--- src/rtl/pixwin_pkg.sv ---
package pixwin_pkg;

  typedef enum logic {
    DEPTH2 = 1'b0,
    DEPTH4 = 1'b1
  } depth_e;

  // Bit position of the pixel field inside its byte
  function automatic logic [2:0] field_shift(depth_e d, logic [1:0] lo);
    return (d == DEPTH4) ? {lo[0], 2'b00} : {lo, 1'b0};
  endfunction

  // Right-aligned field mask for a depth
  function automatic logic [7:0] field_mask(depth_e d);
    return (d == DEPTH4) ? 8'h0F : 8'h03;
  endfunction

  // Pull the field out of a byte
  function automatic logic [7:0] field_get(logic [7:0] b, logic [2:0] sh,
                                           logic [7:0] mk);
    return (b >> sh) & mk;
  endfunction

  // Put new pixel bits into a byte, keeping the rest
  function automatic logic [7:0] field_put(logic [7:0] b, logic [7:0] px,
                                           logic [2:0] sh, logic [7:0] mk);
    return (b & ~(mk << sh)) | ((px & mk) << sh);
  endfunction

endpackage

--- src/rtl/pixwin_map.sv ---
module pixwin_map
  import pixwin_pkg::*;
#(
  parameter int WIN_AW = 20,
  parameter int RAM_AW = 16
) (
  input  depth_e              depth,
  input  logic [WIN_AW-1:0]   win_addr,
  output logic [RAM_AW-1:0]   byte_addr,
  output logic [2:0]          shift,
  output logic [7:0]          mask
);

  localparam int HI2 = RAM_AW + 1;

  logic [RAM_AW-1:0] addr_d2;
  logic [RAM_AW-1:0] addr_d4;

  assign addr_d2 = win_addr[HI2:2];
  assign addr_d4 = win_addr[RAM_AW:1];

  // Window bits above the RAM range only alias
  generate
    if (HI2 + 1 < WIN_AW) begin : g_alias
      logic unused_alias;
      assign unused_alias = ^win_addr[WIN_AW-1:HI2+1];
    end
  endgenerate

  assign byte_addr = (depth == DEPTH4) ? addr_d4 : addr_d2;
  assign shift     = field_shift(depth, win_addr[1:0]);
  assign mask      = field_mask(depth);

endmodule

--- src/rtl/pixwin_seq.sv ---
module pixwin_seq
  import pixwin_pkg::*;
#(
  parameter int RAM_AW = 16
) (
  input  logic              clk,
  input  logic              rst_n,
  input  logic              req,
  input  logic              we,
  input  logic [RAM_AW-1:0] map_addr,
  input  logic [2:0]        map_shift,
  input  logic [7:0]        map_mask,
  input  logic [7:0]        wdata,
  input  logic [7:0]        ram_rdata,
  output logic              ram_en,
  output logic              ram_we,
  output logic [RAM_AW-1:0] ram_addr,
  output logic [7:0]        ram_wdata,
  output logic              stall,
  output logic              rvalid,
  output logic [7:0]        rdata
);

  typedef enum logic { ST_IDLE = 1'b0, ST_MERGE = 1'b1 } st_e;

  st_e               st;
  logic [RAM_AW-1:0] hold_addr;
  logic [2:0]        hold_shift;
  logic [7:0]        hold_mask;
  logic [7:0]        hold_data;
  logic              rd_pend;
  logic [2:0]        rd_shift;
  logic [7:0]        rd_mask;

  // Named events for the checks
  logic accept, rd_accept, wr_accept, in_merge;
  assign in_merge  = (st == ST_MERGE);
  assign accept    = req && !in_merge;
  assign rd_accept = accept && !we;
  assign wr_accept = accept && we;

  always_ff @(posedge clk or negedge rst_n) begin
    if (!rst_n) begin
      st         <= ST_IDLE;
      hold_addr  <= '0;
      hold_shift <= '0;
      hold_mask  <= '0;
      hold_data  <= '0;
      rd_pend    <= 1'b0;
      rd_shift   <= '0;
      rd_mask    <= '0;
    end else begin
      rd_pend <= rd_accept;
      if (rd_accept) begin
        rd_shift <= map_shift;
        rd_mask  <= map_mask;
      end
      if (wr_accept) begin
        st         <= ST_MERGE;
        hold_addr  <= map_addr;
        hold_shift <= map_shift;
        hold_mask  <= map_mask;
        hold_data  <= wdata;
      end else begin
        st <= ST_IDLE;
      end
    end
  end

  always_comb begin
    if (in_merge) begin
      ram_en    = 1'b1;
      ram_we    = 1'b1;
      ram_addr  = hold_addr;
      ram_wdata = field_put(ram_rdata, hold_data, hold_shift, hold_mask);
    end else begin
      ram_en    = req;
      ram_we    = 1'b0;
      ram_addr  = map_addr;
      ram_wdata = '0;
    end
  end

  assign stall  = in_merge;
  assign rvalid = rd_pend;
  assign rdata  = rd_pend ? field_get(ram_rdata, rd_shift, rd_mask) : 8'h00;


  stall_single_chk: assert property (@(posedge clk) disable iff (!rst_n)
    stall |=> !stall);


  rmw_same_addr_chk: assert property (@(posedge clk) disable iff (!rst_n)
    ram_we |-> (ram_addr == $past(ram_addr)) && $past(ram_en && !ram_we));


  keep_other_bits_chk: assert property (@(posedge clk) disable iff (!rst_n)
    ram_we |-> ((ram_wdata ^ ram_rdata) & ~(8'(hold_mask << hold_shift))) == 8'h00);


  rvalid_after_read_chk: assert property (@(posedge clk) disable iff (!rst_n)
    rvalid |-> $past(req && !we && !stall));


  rdata_zero_ext_chk: assert property (@(posedge clk) disable iff (!rst_n)
    rvalid |-> (rdata & ~rd_mask) == 8'h00);


  stall_no_read_chk: assert property (@(posedge clk) disable iff (!rst_n)
    stall |-> !rvalid);

endmodule

--- src/rtl/pixwin_top.sv ---
module pixwin_top
  import pixwin_pkg::*;
#(
  parameter int WIN_AW = 20,
  parameter int RAM_AW = 16
) (
  input  logic              clk,
  input  logic              rst_n,
  input  logic              mode_wr,
  input  logic              mode_4bpp,
  input  logic              bus_req,
  input  logic              bus_we,
  input  logic [WIN_AW-1:0] bus_addr,
  input  logic [7:0]        bus_wdata,
  output logic [7:0]        bus_rdata,
  output logic              bus_rvalid,
  output logic              bus_stall,
  output logic              ram_en,
  output logic              ram_we,
  output logic [RAM_AW-1:0] ram_addr,
  output logic [7:0]        ram_wdata,
  input  logic [7:0]        ram_rdata
);

  depth_e            mode_q;
  logic [RAM_AW-1:0] map_addr;
  logic [2:0]        map_shift;
  logic [7:0]        map_mask;

  always_ff @(posedge clk or negedge rst_n) begin
    if (!rst_n)       mode_q <= DEPTH2;
    else if (mode_wr) mode_q <= depth_e'(mode_4bpp);
  end

  pixwin_map #(.WIN_AW(WIN_AW), .RAM_AW(RAM_AW)) u_map (
    .depth     (mode_q),
    .win_addr  (bus_addr),
    .byte_addr (map_addr),
    .shift     (map_shift),
    .mask      (map_mask)
  );

  pixwin_seq #(.RAM_AW(RAM_AW)) u_seq (
    .clk       (clk),
    .rst_n     (rst_n),
    .req       (bus_req),
    .we        (bus_we),
    .map_addr  (map_addr),
    .map_shift (map_shift),
    .map_mask  (map_mask),
    .wdata     (bus_wdata),
    .ram_rdata (ram_rdata),
    .ram_en    (ram_en),
    .ram_we    (ram_we),
    .ram_addr  (ram_addr),
    .ram_wdata (ram_wdata),
    .stall     (bus_stall),
    .rvalid    (bus_rvalid),
    .rdata     (bus_rdata)
  );


  mode_hold_chk: assert property (@(posedge clk) disable iff (!rst_n)
    !mode_wr |=> $stable(mode_q));


  depth4_mask_chk: assert property (@(posedge clk) disable iff (!rst_n)
    (bus_rvalid && $past(mode_q == DEPTH4 && bus_req)) |-> bus_rdata[7:4] == 4'h0);

endmodule

--- config.mk ---
export PLATFORM = sky130hd
export DESIGN_NAME = pixwin_top
export DESIGN_NICKNAME = d
export VERILOG_FILES = /design/src/rtl/pixwin_pkg.sv /design/src/rtl/pixwin_map.sv /design/src/rtl/pixwin_seq.sv /design/src/rtl/pixwin_top.sv
export SDC_FILE = /design/constraint.sdc
export NUM_CORES = 1
export LEC_CHECK = 0
export ABC_CLOCK_PERIOD_IN_PS = 4500
export CORE_MARGIN = 10
export CORE_UTILIZATION = 35
export CTS_BUF_LIST = sky130_fd_sc_hd__clkbuf_4 sky130_fd_sc_hd__clkbuf_8 sky130_fd_sc_hd__clkbuf_16
export DETAILED_ROUTE_END_ITERATION = 8
export GPL_ROUTABILITY_DRIVEN = 0
export PLACE_DENSITY_LB_ADDON = 0.1
export SETUP_SLACK_MARGIN = 0.4
export SLEW_MARGIN = 20
export SYNTH_ARGS = -nofsm -noshare
export SYNTH_HDL_FRONTEND = slang
export SYNTH_HIERARCHICAL = 1
export SYNTH_SLANG_ARGS = --single-unit
--- constraint.sdc ---
create_clock -name clk -period 4.5 [get_ports clk]
set_clock_uncertainty 0.05 [all_clocks]
set_input_delay 1.125 -clock clk [delete_from_list [all_inputs] [get_ports clk]]
set_output_delay 1.125 -clock clk [all_outputs]
set_load 0.1 [all_outputs]
==> results.sh <==
export IMPL_status="completed"
export IMPL_grt_max_degree=41
export IMPL_hold_path_class="reg -> reg"
export IMPL_ant_nets=0
export IMPL_seq_area_frac_synth_pct=37.5
export IMPL_grt_usage_pct=13.1
export IMPL_ir_drop_mv=0.175
export IMPL_cts_sinks=49
export IMPL_vias=2624
export IMPL_drv_slew=0
export IMPL_rsz0062_at_grt="false"
export IMPL_yosysUniqueCellTypes=47
export IMPL_core_region_area_um2=9150
export IMPL_clk_path_buf_depth=2
export IMPL_syn_inst=343
export IMPL_path_max_fanout=2
export IMPL_worstSetupStartpointType="input port"
export IMPL_synth_edf_count=0
export IMPL_cp_slowest_stage_delay_ns=0.46
export IMPL_setup_tns_final_ns=0
export IMPL_cts_buffers=5
export IMPL_end_kind="output port"
export IMPL_cts_root_buffer="clkbuf_8"
export IMPL_start_util_pct=35.8
export IMPL_tightest_slew_ns=1.01
export IMPL_max_slew_margin_pct=32.2
export IMPL_ys_ff_latch=49
export IMPL_die_h_um=117
export IMPL_crit_required_ns=3.32
export IMPL_fin_cells=515
export IMPL_final_cell_mix="108 x nand2_1, 48 x dfrtp_1, 38 x clkdlybuf4s50_1"
export IMPL_die_x_um=117
export IMPL_grt_pass1_vias=2778
export IMPL_cp_slowest_cell="clkdlybuf4s50_1"
export IMPL_htree_num_levels=2
export IMPL_overflow=0
export IMPL_viasPerCell=5.10
export IMPL_async_flop_share_pct=100
export IMPL_clk_latency_ns=0.30
export IMPL_first_iter_violations=96
export IMPL_cts_tree="done"
export IMPL_ys_flop_type="dfrtp_1"
export IMPL_wl_um=8850
export IMPL_r2r_setup_slack_ns=2.26
export IMPL_clk_pin_slew_worst_paths_ns=0.09
export IMPL_reg2reg_depth=3
export IMPL_die_area_um2=13600
export IMPL_crit_chain="clkdlybuf4s50_1 > mux2_2 > a21o_1 > o41ai_2 > a31oi_2 > buf_12"
export IMPL_layout_cells_most_common="nand2_1"
export IMPL_min_from="u_seq/hold_addr[12]"
export IMPL_drv_cap=0
export IMPL_drc_errors=0
export IMPL_wl_per_cell_um=17.2
export IMPL_hold_viol=0
export IMPL_yosys_warnings=6
export IMPL_syn_cell_area_um2=3270
export IMPL_fin_crit_ns=4.01
export IMPL_cellPowerDensity_nw_per_um2=365
export IMPL_port_buffer_count=75
export IMPL_fin_nets=445
export IMPL_final_layout_size_suffix_gt1_share_pct=25.0
export IMPL_r2r_end="u_seq/rd_mask[7]"
export IMPL_antenna_found_initial=0
export IMPL_antenna_cells=0
export IMPL_worstSetupPathType="in -> out"
export IMPL_post_cts_buffers=0
export IMPL_rows=35
export IMPL_rr_startpoint="u_seq/stall"
export IMPL_pin_count=78
export IMPL_placed_cells_incl_taps=507
export IMPL_grt_pass1_wl_um=14400
export IMPL_area_growth_pct=27.4
export IMPL_min_period_over_period_pct=89.2
export IMPL_first_pass_iters=4
export IMPL_dp_final_hpwl_um=6380
export IMPL_hold_end="u_seq/hold_addr[12]"
export IMPL_min_path_cells=2
export IMPL_cts_hold_buf=0
export IMPL_cp_arrival_ns=2.84
export IMPL_setup_viol=0
export IMPL_avgSynthCellArea_um2=9.54
export IMPL_hold_slack_ns=0.427
export IMPL_cts_resized=0
export IMPL_fmax_ghz=0.249
export IMPL_leakage_nw=1.92
==> logic make-up after synthesis <==
family	count (synthesis)	synth area share, %
AO/OA/AOI/OAI	34	7.19
buffers and inverters	37	7.22
flip-flops	49	37.5
multiplexers	71	26.8
other	2	0.229
AND/OR/NAND/NOR	150	21.1
==> cell usage after synthesis (6+ instances only) <==
| cell type | count | area share (%) |
|---|---|---|
| a21oi_1 | 7 | 1.1 |
| buf_2 | 8 | 1.2 |
| buf_4 | 17 | 3.9 |
| dfrtp_1 | 49 | 37 |
| mux2_1 | 9 | 3.1 |
| mux2_2 | 29 | 10 |
| mux2_4 | 10 | 4.6 |
| mux2i_1 | 18 | 5.5 |
| nand2_1 | 108 | 12 |
| nor2_1 | 8 | 0.92 |
| o21ai_0 | 6 | 0.92 |
==> layer usage <==
layer	part of all wire [%]	wire, um	track usage, %	up-vias
met4	0.70	62	3.38	0
met2	45	3990	20.5	73
met3	8.2	723	4.88	6
li1	-	-	-	1280
met5	0	0	0	-
met1	46	4070	16.7	1265
==> layout make-up <==
class	count	area, um2
sequential	49	1230
fill	910	4980
multi-input combinational	262	1850
clock buffer	7	83.8
clock inverter	1	7.51
inverter	6	22.5
timing repair buffer	79	841
tap	111	139
==> how the worst max path moves through the flow <==
stage,from,end,slack [ns],cells past startpoint
CTS,ram_rdata[7],ram_wdata[7],0.48,5
global placement,ram_rdata[6],ram_wdata[6],0.50,6
floorplan,u_seq/rvalid,bus_rdata[6],0.25,2
global route,ram_rdata[6],ram_wdata[6],0.41,6
detailed placement,ram_rdata[6],ram_wdata[6],0.50,6
finish,ram_rdata[6],ram_wdata[6],0.49,6
==> per-stage QoR <==
step	worst slack [ns]	power, mW	util [%]	cell area, um2
2_1_floorplan	0.248	1.10	-	3310
3_3_place_gp	0.497	1.25	44.5	4070
3_5_place_dp	0.501	1.26	44.5	4070
4_1_cts	0.480	1.54	45.5	4170
5_1_grt	0.410	1.61	45.6	4170
6_report	0.488	1.52	45.6	4170
==> flip-flops by register name, indices dropped and copies added (netlist names) <==
register,cells
u_seq/rd_mask,8
u_seq/rvalid,1
u_seq/hold_mask,8
mode_q,1
u_seq/stall,1
u_seq/rd_shift,3
u_seq/hold_data,8
u_seq/hold_addr,16
u_seq/hold_shift,3
==> power by group <==
part	internal [mW]	switching [mW]	leakage (nW)
Combinational	0.244	0.395	1.27
Sequential	0.511	0.0991	0.602
Clock	0.123	0.151	0.0453
Total	0.878	0.645	1.92
==> critical path, delay by kind of cell <==
kind	cells	cell delay (ns)
buffers and inverters	2	0.68
multiplexers	1	0.28
AO/OA/AOI/OAI	3	0.74
No activity file was read; power rests on OpenSTA's default activity.
